File: config.mk
export PLATFORM = sky130hd
export DESIGN_NAME = sar_adc_reader
export DESIGN_NICKNAME = d
export VERILOG_FILES = /design/src/rtl/sar_adc_pkg.sv /design/src/rtl/sar_adc_tick.sv /design/src/rtl/sar_adc_cmd.sv /design/src/rtl/sar_adc_align.sv /design/src/rtl/sar_adc_reader.sv
export SDC_FILE = /design/constraint.sdc
export NUM_CORES = 1
export LEC_CHECK = 0
export ABC_AREA = 1
export BUFFER_PORTS_ARGS = -buffer_cell sky130_fd_sc_hd__buf_2
export CORE_MARGIN = 2
export CORE_UTILIZATION = 50
export CTS_CLUSTER_DIAMETER = 80
export DETAILED_ROUTE_END_ITERATION = 10
export GPL_ROUTABILITY_DRIVEN = 0
export PLACE_DENSITY_LB_ADDON = 0.05
export SYNTH_ARGS = -nofsm -noshare
export SYNTH_HDL_FRONTEND = slang
export SYNTH_HIERARCHICAL = 1
export SYNTH_SLANG_ARGS = --single-unit
File: constraint.sdc
create_clock -name clk -period 1.6 [get_ports clk]
set_input_delay 0.08 -clock clk [delete_from_list [all_inputs] [get_ports clk]]
set_output_delay 0.08 -clock clk [all_outputs]
set_load 0.1 [all_outputs]
File: src/rtl/sar_adc_pkg.sv
package sar_adc_pkg;

    typedef enum logic [1:0] {
        ST_IDLE  = 2'd0,
        ST_SHIFT = 2'd1,
        ST_GAP   = 2'd2
    } rd_state_e;

    // Command bits clocked out before the response.
    function automatic int tx_bits_f(input int nch);
        return (nch > 1) ? 8 : 0;
    endfunction

    // Response length, whole bytes.
    function automatic int rx_bits_f(input int res);
        return ((res + 7) / 8) * 8;
    endfunction

endpackage

File: src/rtl/sar_adc_tick.sv
module sar_adc_tick #(
    parameter int HALF = 2
) (
    input  logic clk,
    input  logic rst_n,
    input  logic en,
    output logic tick
);
    localparam int CW = (HALF > 1) ? $clog2(HALF) : 1;

    logic [CW-1:0] cnt_d, cnt_q;

    always_comb begin
        tick  = en && (cnt_q == CW'(HALF - 1));
        cnt_d = (!en || tick) ? '0 : cnt_q + CW'(1);
    end

    always_ff @(posedge clk or negedge rst_n) begin
        if (!rst_n) cnt_q <= '0;
        else        cnt_q <= cnt_d;
    end
endmodule

File: src/rtl/sar_adc_cmd.sv
module sar_adc_cmd #(
    parameter int NUM_CH = 8,
    parameter int CH_W   = 3
) (
    input  logic [CH_W-1:0] ch,
    input  logic            diff,
    output logic [7:0]      cmd,
    output logic            ch_ok
);
    localparam int CHB = (NUM_CH > 1) ? $clog2(NUM_CH) : 0;

    generate
        if (NUM_CH >= (1 << CH_W)) begin : g_all_ok
            assign ch_ok = 1'b1;
        end else begin : g_range
            assign ch_ok = ((ch >> CHB) == '0);
        end

        if (NUM_CH == 1) begin : g_rx_only
            logic unused_sel;
            assign unused_sel = diff;
            assign cmd        = 8'h00;
        end else if (NUM_CH == 2) begin : g_two
            assign cmd = {3'b000, 1'b1, ~diff, ch[0], 2'b00};
        end else begin : g_wide
            assign cmd = 8'h40 | {2'b00, ~diff, 5'b00000} | (8'(ch) << 2);
        end
    endgenerate
endmodule

File: src/rtl/sar_adc_align.sv
module sar_adc_align #(
    parameter int NUM_CH = 8,
    parameter int RES    = 12,
    parameter int RXB    = 16,
    parameter int OUT_W  = 16
) (
    input  logic [RXB-1:0]   word,
    output logic [OUT_W-1:0] value
);
    // Multi-input parts left-justify the sample in the response,
    // single-input parts end it three bits further down.
    localparam int SH   = (NUM_CH > 1) ? (RXB - RES) : (RXB - 3 - RES);
    localparam bit SGND = (RES == 13);

    logic [RXB-1:0] shifted;
    logic [RES-1:0] field;
    logic           unused_hi;

    assign shifted   = word >> SH;
    assign field     = shifted[RES-1:0];
    assign unused_hi = ^shifted;

    generate
        if (SGND) begin : g_signed
            assign value = OUT_W'($signed(field));
        end else begin : g_unsigned
            assign value = OUT_W'(field);
        end
    endgenerate
endmodule

File: src/rtl/sar_adc_reader.sv
module sar_adc_reader
    import sar_adc_pkg::*;
#(
    parameter int NUM_CH = 8,
    parameter int RES    = 12,
    parameter int OUT_W  = 16,
    parameter int CH_W   = 3,
    parameter int HALF   = 2
) (
    input  logic             clk,
    input  logic             rst_n,
    input  logic             req,
    input  logic [CH_W-1:0]  req_ch,
    input  logic             req_diff,
    output logic             busy,
    output logic             done,
    output logic             err,
    output logic [OUT_W-1:0] rd_data,
    output logic             spi_cs_n,
    output logic             spi_sclk,
    output logic             spi_mosi,
    input  logic             spi_miso
);
    localparam int TXB = tx_bits_f(NUM_CH);
    localparam int RXB = rx_bits_f(RES);
    localparam int TOT = TXB + RXB;
    localparam int BW  = $clog2(TOT);

    typedef struct packed {
        rd_state_e        st;
        logic             cs_n;
        logic             sclk;
        logic             busy;
        logic             done;
        logic             err;
        logic             gap;
        logic             in_rx;
        logic [BW-1:0]    bitn;
        logic [7:0]       tx;
        logic [RXB-1:0]   rx;
        logic [OUT_W-1:0] data;
    } regs_t;

    regs_t r_d, r_q;

    logic             tick;
    logic [7:0]       cmd_byte;
    logic             ch_ok;
    logic [OUT_W-1:0] aligned;

    sar_adc_tick #(.HALF(HALF)) u_tick (
        .clk  (clk),
        .rst_n(rst_n),
        .en   (r_q.st != ST_IDLE),
        .tick (tick)
    );

    sar_adc_cmd #(.NUM_CH(NUM_CH), .CH_W(CH_W)) u_cmd (
        .ch   (req_ch),
        .diff (req_diff),
        .cmd  (cmd_byte),
        .ch_ok(ch_ok)
    );

    sar_adc_align #(.NUM_CH(NUM_CH), .RES(RES), .RXB(RXB), .OUT_W(OUT_W)) u_align (
        .word (r_q.rx),
        .value(aligned)
    );

    always_comb begin
        r_d      = r_q;
        r_d.done = 1'b0;
        r_d.err  = 1'b0;
        unique case (r_q.st)
            ST_IDLE: begin
                if (req) begin
                    if (ch_ok) begin
                        r_d.st    = ST_SHIFT;
                        r_d.cs_n  = 1'b0;
                        r_d.busy  = 1'b1;
                        r_d.bitn  = '0;
                        r_d.tx    = cmd_byte;
                        r_d.rx    = '0;
                        r_d.in_rx = (TXB == 0);
                    end else begin
                        r_d.err = 1'b1;
                    end
                end
            end
            ST_SHIFT: begin
                if (tick) begin
                    if (!r_q.sclk) begin
                        r_d.sclk = 1'b1;
                        if (r_q.in_rx) r_d.rx = {r_q.rx[RXB-2:0], spi_miso};
                    end else begin
                        r_d.sclk = 1'b0;
                        if (r_q.bitn == BW'(TXB - 1)) r_d.in_rx = 1'b1;
                        if (r_q.bitn == BW'(TOT - 1)) begin
                            r_d.st   = ST_GAP;
                            r_d.cs_n = 1'b1;
                            r_d.gap  = 1'b0;
                        end else begin
                            r_d.bitn = r_q.bitn + BW'(1);
                            r_d.tx   = {r_q.tx[6:0], 1'b0};
                        end
                    end
                end
            end
            ST_GAP: begin
                if (tick) begin
                    if (r_q.gap) begin
                        r_d.st   = ST_IDLE;
                        r_d.busy = 1'b0;
                        r_d.done = 1'b1;
                        r_d.data = aligned;
                    end else begin
                        r_d.gap = 1'b1;
                    end
                end
            end
            default: r_d.st = ST_IDLE;
        endcase
    end

    always_ff @(posedge clk or negedge rst_n) begin
        if (!rst_n) begin
            r_q      <= '0;
            r_q.cs_n <= 1'b1;
        end else begin
            r_q <= r_d;
        end
    end

    assign busy     = r_q.busy;
    assign done     = r_q.done;
    assign err      = r_q.err;
    assign rd_data  = r_q.data;
    assign spi_cs_n = r_q.cs_n;
    assign spi_sclk = r_q.sclk;
    assign spi_mosi = ~r_q.cs_n & ~r_q.in_rx & r_q.tx[7];
endmodule

Yosys cells after proc, flatten, opt, wreduce, memory -nomap -nowiden
Cells that the tools add are included.
{ "word_totals": {"register_bits": 50, "latchBits": 0, "mem_bits_rw": 0, "rom_bits": 0, "input_bits": 8, "elab_cells": 77, "n_memories": 0} }
{ "op_classes": {"addsub": 2, "multipliers": 0, "div_mod_pow": 0, "order_cmp": 0, "n_eq_ne": 14, "shifts": 0, "n_mux": 26, "n_bitwise": 6, "reduce_logical": 17} }
{ "ops": {"columns": ["cell", "count"], "rows": [
  ["case mux 30 bit (2 select lines)", 1],
  ["2-to-1 mux 16 bit", 2],
  ["2-to-1 mux 31 bit", 1],
  ["2-to-1 mux 30 bit", 1],
  ["AND reduction 5 bit", 5],
  ["!= test 2 bit (second input constant)", 10],
  ["2-to-1 mux 15 bit", 1],
  ["2-to-1 mux 13 bit", 1],
  ["2-to-1 mux 3 bit", 3],
  ["2-to-1 mux 2 bit", 4],
  ["nonzero test 2 bit", 4],
  ["2-to-1 mux 1 bit", 7],
  ["OR 7 x 5 -> 7 bit", 1],
  ["case mux 1 bit (2 select lines)", 3],
  ["case mux 2 bit (3 select lines)", 1],
  ["AND reduction 6 bit", 1],
  ["adder 5 x 1 -> 5 bit (second input constant)", 1],
  ["equality test 5 x 3 -> 1 bit (second input constant)", 1],
  ["equality test 5 bit (second input constant)", 1],
  ["2-to-1 mux 4 bit", 1],
  ["AND reduction 4 bit", 1],
  ["NOT 1 bit", 3],
  ["AND reduction 3 bit", 1],
  ["AND 1 bit", 2],
  ["other kinds (8)", 8]
]} }

Logic depth before layout (Yosys ltp)
Gate-level depths: netlist of run 1.
{ "logic_depth": {"depth_word": 5, "depth_mapped": 12, "depth_no_buf": 11} }

Hierarchy
Netlist of run 1, hierarchy kept.
{ "modules_own_cells": {"columns": ["module", "instances", "cells_per_inst", "area_per_inst_um2"], "rows": [
  ["sar_adc_reader", 1, 322, 2543.7],
  ["sar_adc_align", 1, 17, 123.9],
  ["sar_adc_cmd", 1, 11, 71.3],
  ["sar_adc_tick", 1, 5, 42.5]
]} }

Least setup slack after synthesis of run 1
No wires, ideal clock.
{ "synth_timing": {"path_type": "register to output", "from": "reg r_q (netlist bit spi_cs_n)", "to": "out spi_mosi", "arrival_ps": 2796, "required_time_ps": 1520, "slack_ps": -1276, "stages_incl_launch_ff": 2, "n_path_buf": 0, "path_cell_list": "dfstp_2 nor3b_1"} }
{ "synth_between": {"elab_chain_cells": 3} }
{ "synth_rtl": {"columns": ["element", "line", "rtl"], "rows": [
  ["start, declared", "sar_adc_reader.sv:44", "regs_t r_d, r_q;"],
  ["start signal, assigned", "sar_adc_reader.sv:130", "r_q <= r_d;"],
  ["NOT 1 bit", "sar_adc_reader.sv:140", "assign spi_mosi = ~r_q.cs_n & ~r_q.in_rx & r_q.tx[7];"],
  ["AND 1 bit (2 in a row)", "sar_adc_reader.sv:140", null],
  ["end, declared", "sar_adc_reader.sv:21", "output logic spi_mosi,"]
]} }
No other way between the ends.

Worst setup path in the final report of run 1
{ "layout_timing": {"from": "reg r_q[45] (netlist bit)", "to": "out spi_mosi"} }
Same word-level chain as after synthesis.

==> results by group, run 1 <==
Status
  • Status: complete, no violations

CTS
  • Clock buffer depth: 2
  • Clk slew on worst S/H paths: 0.10 ns
  • Clock sink count: 55
  • H-Tree Depth: 2
  • CTS tree: done
  • CTS Buf Count: 5
  • Root buffer cell: clkbuf_8
  • Worst-Skew Late Latency: 0.32 ns

Critical path
  • Crit path max fanout: 3
  • Worst setup EP type: primary output
  • Required @ worst endpoint: 1.52 ns
  • WP data arrival: 1.39 ns
  • Setup CP Type: flip-flop to primary output
  • CP Launch Type: flip-flop

Yosys
  • Share of the synthesized area in the top cell type: 48.6%
  • Main synth FF type: dfrtp_1
  • Synthesized area per cell: 7.83 sq um
  • Mapped Cells: 355
  • Top cells by area, synth: dfrtp_1, nand2_1, buf_4, nand3_1, inv_1
  • Cell variety after synth: 23
  • Warnings from Yosys: 6
  • Async SR Flop Fraction: 100%
  • Syn Std Cell Area: 2780 sq um
  • Synthesis-stage register bit count: 55
  • Cell taking the most area after synthesis: dfrtp_1
  • Number of synthesized flops with an enable pin: 0
  • Register area share after synthesis: 49.5%

STA
  • Fin crit share: 91.6%
  • Worst setup margin: 0.134 ns
  • Max Transition Viols Final: 0
  • TNS Setup: 0 ns
  • Min Tclk post-route: 1.47 ns
  • Setup violators final: 0
  • RSZ-0062 raised after global routing: false
  • Hold Fails Final Rpt: 0
  • Fmax: 682 MHz
  • Worst clock skew: 0.00652 ns

Drt
  • DRT antenna net count: 0
  • DRC: 0
  • Drt total wl: 4.87 mm
  • DR vias: 2017
  • WL/cell: 11.2 um
  • Initial drt markers: 108
  • Vias per inst: 4.63
  • Detailed Routing Iterations Pass 1: 4

Final layout
  • FILL cells: 531
  • Fin nets: 372
  • Commonest cells after routing, fill and taps aside: nand2_1, dfrtp_1, nand3_1, buf_2, inv_1
  • Area delta synth->final: 5.40%
  • # diodes: 0
  • Commonest non-fill, non-tap cell in the layout: nand2_1
  • Share of cells above drive strength 1: 18.4%

Global routing
  • Vias in the first global route: 1871
  • Antenna violations before repair: 0
  • First-pass GRT wire length: 8.78 mm
  • Gr usage total: 18.1%
  • Grt total ovfl: 0
  • Largest net degree at the start of global routing: 28

Floorplan
  • FP Rows: 27
  • Initial Utilization: 51.1%
  • Die height: 78.6 um
  • Ports: 30
  • Die Span X: 78.6 um
  • Core Area: 5440 sq um
  • Die area: 6180 sq um

Placement
  • Port bufs: 29
  • Worst slack, placed: 0.0916 ns
  • DP HPWL: 3.30 mm

Job
  • Max Cap Viol: 0

Power and ir drop
  • Peak VDD IR: 0.000803 V
  • Power per cell area: 1460 nW/um^2
  • Static Leak: 1.71 nW

Worst hold path
  • Worst Hold Class: input port to flip-flop
-- synth_stat cells (2+ instances only) --
| library cell | n |
|---|---|
| buf_2 | 5 |
| buf_4 | 42 |
| clkbuf_1 | 2 |
| conb_1 | 3 |
| dfrtp_1 | 54 |
| inv_1 | 20 |
| inv_2 | 4 |
| nand2_1 | 159 |
| nand3_1 | 34 |
| nor2_1 | 12 |
| nor2_2 | 2 |
| nor2_4 | 3 |
| o21ai_0 | 5 |
-- metrics by stage --
step	area, sq um	power, mW	instances	hold WS (ns)	util (%)
finish	2930	4.28	436	0.0522	53.9
global route	2930	4.61	436	0.0737	53.9
CTS	2900	4.27	435	0.0512	53.3
detailed placement	2790	3.47	425	0.0716	51.3
global placement	2790	3.47	425	0.0829	51.3
floorplan	2820	3.12	361	-0.216	-
-- power breakdown --
part,internal (mW),switching [mW]
Clock,0.316,0.478
Sequential,1.62,0.160
Combinational,0.487,1.22
Total,2.43,1.86
-- cell type report --
| class | instances | area [sq um] | area share (%) |
|---|---|---|---|
| sequential | 55 | 1380 | 47.0 |
| multi-input combinational | 232 | 1000 | 34.1 |
| clock inverter | 2 | 16.3 | 0.555 |
| timing repair buffer | 45 | 278 | 9.48 |
| tap | 72 | 90.1 | 3.07 |
| inverter | 24 | 95.1 | 3.24 |
| clock buffer | 6 | 72.6 | 2.48 |
-- metal layers --
metal  track usage (%)  vias up  share of wire [%]
li1                  -     1053                  -
met5                 0        -                  0
met2              26.4       35                 42
met3              4.60        7                4.1
met1              26.0      922                 53
met4              6.84        0                1.6
-- critical path: stages (launching register included) --
cell and delay [ns]:
dfrtp_1 0.44, nor3b_4 0.19, buf_2 0.44
-- logic make-up after synthesis --
kind of cell	after synthesis	synth area share, %
and+or+nand+nor	216	32.4
AOI/OAI and AO/OA	6	1.08
other	3	0.405
buffers and inverters	74	16.1
DFF	55	49.5
adders and majority gates	1	0.450
-- flip-flops by register name (all words and copies together) (netlist names) --
signal / flops
err: 1
spi_cs_n: 1
busy: 1
done: 1
rd_data: 16
r_q: 33
u_tick/cnt_q: 1
spi_sclk: 1
-- worst paths after layout --
check / start / endpoint / slack (ns) / depth (start not counted)
worst min register to register: u_tick/cnt_q$_DFF_PN0_ / u_tick/cnt_q$_DFF_PN0_ / 0.44 / 1
max in group asynchronous: rst_n / spi_cs_n$_DFFE_PN1P_ / 0.71 / 3
worst min-delay path: req / r_q[52]$_DFFE_PN0P_ / 0.05 / 3
worst max-delay path: r_q[45]$_DFFE_PN0P_ / spi_mosi / 0.13 / 2
worst max register to register: r_q[41]$_DFFE_PN0P_ / r_q[42]$_DFFE_PN0P_ / 0.15 / 9
min in group asynchronous: rst_n / u_tick/cnt_q$_DFF_PN0_ / 0.25 / 2
-- timing repair --
item | in CTS | in global routing
setup endpoints to repair | 0 | 31
hold buffers | 2 | 0
gates resized for setup | 0 | 10
buffers inserted | 0 | 1
endpoints found under the hold margin | 20 | 0
Power figures use the tool's default switching activity.
==> inputs of run 2 (changes only) <==
- CELL_PAD_IN_SITES_DETAIL_PLACEMENT: not set -> 0
- CELL_PAD_IN_SITES_GLOBAL_PLACEMENT: not set -> 2
- CORE_ASPECT_RATIO: not set -> 1.75
- CORE_UTILIZATION: 50 -> 31
- SLEW_MARGIN: not set -> 30
==> results by group, run 2 (synthesized netlist as in run 1, its figures left out) <==
Global routing
  • Gr usage total: 13.1%
  • First-pass GRT wire length: 9.74 mm
  • Vias in the first global route: 1985
  • Antenna violations before repair: 0
  • Grt total ovfl: 0
  • Largest net degree at the start of global routing: 41

Final layout
  • Commonest cells after routing, fill and taps aside: nand2_1, dfrtp_1, nand3_1, buf_2, inv_1
  • Fin cells: 480
  • # diodes: 0
  • Largest register FFs: 33
  • Top reg by flops: r_q
  • Share of cells above drive strength 1: 19.0%
  • Fin nets: 371
  • Commonest non-fill, non-tap cell in the layout: nand2_1
  • Area delta synth->final: 9.76%
  • Final core utilization: 35.0%

Drt
  • Drt total wl: 5.86 mm
  • Vias per inst: 4.20
  • DR vias: 2016
  • Initial drt markers: 58
  • DRC: 0
  • WL/cell: 12.2 um
  • Detailed Routing Iterations Pass 1: 7
  • DRT antenna net count: 0

STA
  • RSZ-0062 raised after global routing: false
  • Worst clock skew: 0.00638 ns
  • TNS Setup: 0 ns
  • Fin crit share: 92.5%
  • Fmax: 676 MHz
  • Setup violators final: 0
  • Min Tclk post-route: 1.48 ns
  • Max Transition Viols Final: 0
  • Min Hold Slack: 0.0191 ns
  • Hold Fails Final Rpt: 0
  • Worst setup margin: 0.120 ns

Floorplan
  • Initial Utilization: 31.9%
  • Die height: 129 um
  • Die Span X: 75.6 um
  • Ports: 30
  • Core Area: 8730 sq um
  • FP Rows: 45
  • Die area: 9780 sq um

Critical path
  • Crit-path leading delay family: simple AND/OR/NAND/NOR gates
  • Required @ worst endpoint: 1.79 ns
  • Worst setup EP type: flip-flop
  • Crit path max fanout: 10
  • Worst path most repeated cell: nand2_1
  • WP data arrival: 1.67 ns
  • CP Buf/Inv Count: 2
  • CP max stage delay: 0.38 ns
  • Crit-path cells: ha_2 -> nand2_1 -> nor2_2 -> nand2_1 -> nor2_2 -> inv_2 -> buf_6 -> nand3_1 -> nand2_1
  • CP Launch Type: flip-flop
  • Setup CP Type: flip-flop to flip-flop
  • Worst path slowest cell: dfrtp_1

Placement
  • Worst slack, placed: 0.00826 ns
  • DP HPWL: 4.01 mm
  • Placed Instances: 470
  • Port bufs: 29

CTS
  • CTS Buf Count: 5
  • Clk slew on worst S/H paths: 0.08 ns
  • Clock buffer depth: 2
  • Clock sink count: 55
  • CTS tree: done
  • Worst-Skew Late Latency: 0.30 ns
  • H-Tree Depth: 2
  • Root buffer cell: clkbuf_16

Job
  • Max Cap Viol: 0

Worst hold path
  • Worst Hold Class: input port to flip-flop

Power and ir drop
  • Static Leak: 1.74 nW
  • Power per cell area: 1540 nW/um^2
  • Peak VDD IR: 0.000874 V

Status
  • Status: complete, no violations
## run 2: cell count changes in the layout (fill, tap and decap cells not counted), moves of 2 or more
cell       before  now
clkbuf_16       0    5
clkbuf_8        5    0
clkinv_4        0    2
inv_2           2    4
## run 2: layout make-up
class / instances / area, sq um
fillers: 959 / 5670
flip-flops and latches: 55 / 1380
multi-input cells: 232 / 1000
repair buffers: 44 / 280
well taps: 117 / 146
clock buffers: 5 / 125
inverters: 24 / 92.6
clock inverters: 3 / 28.8
## run 2: worst paths after layout
kind | startpoint | to | slack [ns] | cells past startpoint
min in group asynchronous | rst_n | rd_data[8]$_DFFE_PN0P_ | 0.24 | 2
max | r_q[41]$_DFFE_PN0P_ | r_q[36]$_DFFE_PN0P_ | 0.12 | 9
min reg2reg | u_tick/cnt_q$_DFF_PN0_ | u_tick/cnt_q$_DFF_PN0_ | 0.45 | 1
max in group asynchronous | rst_n | r_q[33]$_DFFE_PN0P_ | 0.82 | 3
max reg2reg | r_q[41]$_DFFE_PN0P_ | r_q[36]$_DFFE_PN0P_ | 0.12 | 9
min | spi_miso | r_q[16]$_DFFE_PN0P_ | 0.02 | 3
## run 2: worst register-to-register path: cells and delay by family (launching register included)
kind	cells	cell delay (ns)
buffers and inverters	2	0.21
flip-flops	1	0.38
AND/OR/NAND/NOR	6	0.58
adder cells (fa/ha/maj)	1	0.19
## run 2: metrics by stage
step                      cell area (sq um)  power [mW]
after floorplan                        2820        3.12
after global placement                 2860        3.59
after detailed placement               2860        3.58
after CTS                              3040        4.79
after global routing                   3050        5.07
final                                  3050        4.69
## run 2: what timing repair did
| action | 4_1_cts | 5_1_grt |
|---|---|---|
| setup endpoints to repair | 13 | 20 |
| hold buffers | 1 | 0 |
| setup buffers | 1 | 0 |
| hold endpoints to repair | 14 | 0 |
| gates resized for setup | 1 | 8 |
| cloned | 0 | 0 |
| pin swaps | 0 | 1 |
## run 2: power by group
group / internal (mW) / total, mW / switching [mW] / leakage, nW
Clock: 0.599 / 1.15 / 0.548 / 0.0759
Sequential: 1.62 / 1.79 / 0.162 / 0.722
Combinational: 0.509 / 1.76 / 1.25 / 0.941
## run 2: per-layer routing
layer  track usage, %  vias to the layer above  routed length, um
met3             2.26                        5                150
met5                0                        -                  0
met2             23.0                       26               3120
met1             15.4                      940               2470
met4             5.26                        0                108
li1                 -                     1045                  -
==> inputs of run 3 (changes only) <==
==> constraint.sdc (replaced) <==
create_clock -name clk -period 1.6 [get_ports clk]
set_input_delay 0.08 -clock clk [delete_from_list [all_inputs] [get_ports clk]]
set_output_delay 0.08 -clock clk [all_outputs]
set_load 0.005 [all_outputs]
==> results by group, run 3 (synthesized netlist as in run 1, its figures left out) <==
Status
  • Status: complete, no violations

Critical path
  • Setup CP Type: flip-flop to flip-flop
  • Worst path most repeated cell: nand2_1
  • Reg-to-reg slack, setup: 0.13 ns
  • Crit-path leading delay family: simple AND/OR/NAND/NOR gates
  • CP Launch Type: flip-flop
  • Crit path max fanout: 16
  • Critical R2R Launch: r_q[53]$_DFFE_PN0P_
  • Worst r2r path cells: 12
  • Required @ worst endpoint: 1.78 ns
  • CP max stage delay: 0.40 ns
  • WP data arrival: 1.65 ns
  • CP Buf/Inv Count: 4
  • WP depth: 12
  • CP startpoint: r_q[53]$_DFFE_PN0P_
  • Crit-path cells: nor2_2 -> inv_1 -> nand2_1 -> inv_1 -> nand3_1 -> nand2_1 -> inv_2 -> nor2_4 -> buf_8 -> nand2_1 -> nand2_1 -> nand2_1
  • Worst path slowest cell: dfrtp_2
  • Worst setup EP type: flip-flop

CTS
  • CTS tree: done
  • Root buffer cell: clkbuf_16
  • Clk slew on worst S/H paths: 0.07 ns
  • Clock sink count: 55
  • Clock buffer depth: 2
  • Worst-Skew Late Latency: 0.29 ns
  • H-Tree Depth: 2
  • CTS Buf Count: 5

Worst hold path
  • Worst Hold Class: input port to flip-flop
  • Hold depth: 3
  • Hold path start: spi_miso

Final layout
  • # diodes: 0
  • Largest register FFs: 33
  • Area delta synth->final: 10.4%
  • Top reg by flops: r_q
  • Commonest non-fill, non-tap cell in the layout: nand2_1
  • Fin nets: 372
  • Fin cells: 481
  • Commonest cells after routing, fill and taps aside: nand2_1, dfrtp_1, nand3_1, buf_2, inv_1
  • Share of cells above drive strength 1: 19.5%

Drt
  • DRC: 0
  • Vias per inst: 4.21
  • Detailed Routing Iterations Pass 1: 4
  • Drt total wl: 5.55 mm
  • DR vias: 2027
  • DRT antenna net count: 0
  • Initial drt markers: 48
  • WL/cell: 11.5 um

STA
  • Fin crit share: 91.9%
  • Max Transition Viols Final: 0
  • Hold Fails Final Rpt: 0
  • Min Hold Slack: 0.0211 ns
  • RSZ-0062 raised after global routing: true
  • Worst clock skew: 0.00466 ns
  • Worst setup margin: 0.130 ns
  • Min Tclk post-route: 1.47 ns
  • Fmax: 680 MHz
  • Setup violators final: 0

Power and ir drop
  • Power per cell area: 1400 nW/um^2
  • Static Leak: 1.74 nW
  • Power, Total: 4.29 mW
  • Peak VDD IR: 0.000586 V

Floorplan
  • FP Rows: 45
  • Die area: 9780 sq um
  • Die Span X: 75.6 um
  • Initial Utilization: 31.9%
  • Core Area: 8730 sq um
  • Die height: 129 um
  • Ports: 30

Placement
  • Placed Instances: 470
  • Worst slack, placed: 0.0498 ns
  • DP HPWL: 4.03 mm
  • Port bufs: 29

Global routing
  • Antenna violations before repair: 0
  • Gr usage total: 12.5%
  • Grt total ovfl: 0
  • Largest net degree at the start of global routing: 28
  • First-pass GRT wire length: 9.43 mm
  • Vias in the first global route: 1981

Job
  • Max Cap Viol: 0
==> run 3: changes by cell type in the layout (fill, tap and decap cells not counted), sizes merged <==
cell,previous run,this run
clkbuf,5,8
inv,25,24
buf,43,44
clkinv,2,0
==> run 3: cell type report <==
class	instances	area, sq um
inverter	24	92.6
sequential	55	1380
multi-input combinational	232	1000
fill	947	5660
tap	117	146
timing repair buffer	45	295
clock buffer	8	156
==> run 3: timing repair <==
| item | CTS | global route |
|---|---|---|
| hold buffers | 1 | 0 |
| setup endpoints to repair | 0 | 33 |
| endpoints found under the hold margin | 14 | 0 |
| gates resized for setup | 0 | 16 |
| setup buffers | 0 | 2 |
==> run 3: path summary, 6_finish.rpt <==
| path | to |
|---|---|
| max | r_q[45]$_DFFE_PN0P_ |
| min | r_q[16]$_DFFE_PN0P_ |
| max reg2reg | r_q[45]$_DFFE_PN0P_ |
| min reg2reg | u_tick/cnt_q$_DFF_PN0_ |
| max in group asynchronous | rd_data[4]$_DFFE_PN0P_ |
| min in group asynchronous | r_q[17]$_DFFE_PN0P_ |
==> run 3: metrics by stage <==
step	util [%]	TNS [ns]	area (sq um)
finish	35.2	0	3070
global route	35.2	-0.00551	3070
detailed placement	32.6	0	2850
global placement	32.6	0	2850
CTS	34.5	0	3010
floorplan	-	0	2800
==> run 3: power by group <==
part / switching (mW) / internal, mW / total [mW] / leakage (nW)
Sequential: 0.152 / 1.63 / 1.78 / 0.721
Combinational: 0.874 / 0.489 / 1.36 / 0.947
Clock: 0.479 / 0.668 / 1.15 / 0.0772
==> run 3: per-layer routing <==
metal | global-route usage (%) | vias to the layer above | part of all wire [%]
li1 | - | 1057 | -
met1 | 14.7 | 945 | 43
met2 | 22.1 | 20 | 54
met3 | 2.33 | 5 | 1.9
met4 | 4.33 | 0 | 1.3
met5 | 0 | - | 0
==> run 3: tightest hold or removal path, delay by kind of cell <==
family                 cells  cell delay [ns]
AND/OR/NAND/NOR            2             0.12
buffers and inverters      1             0.08
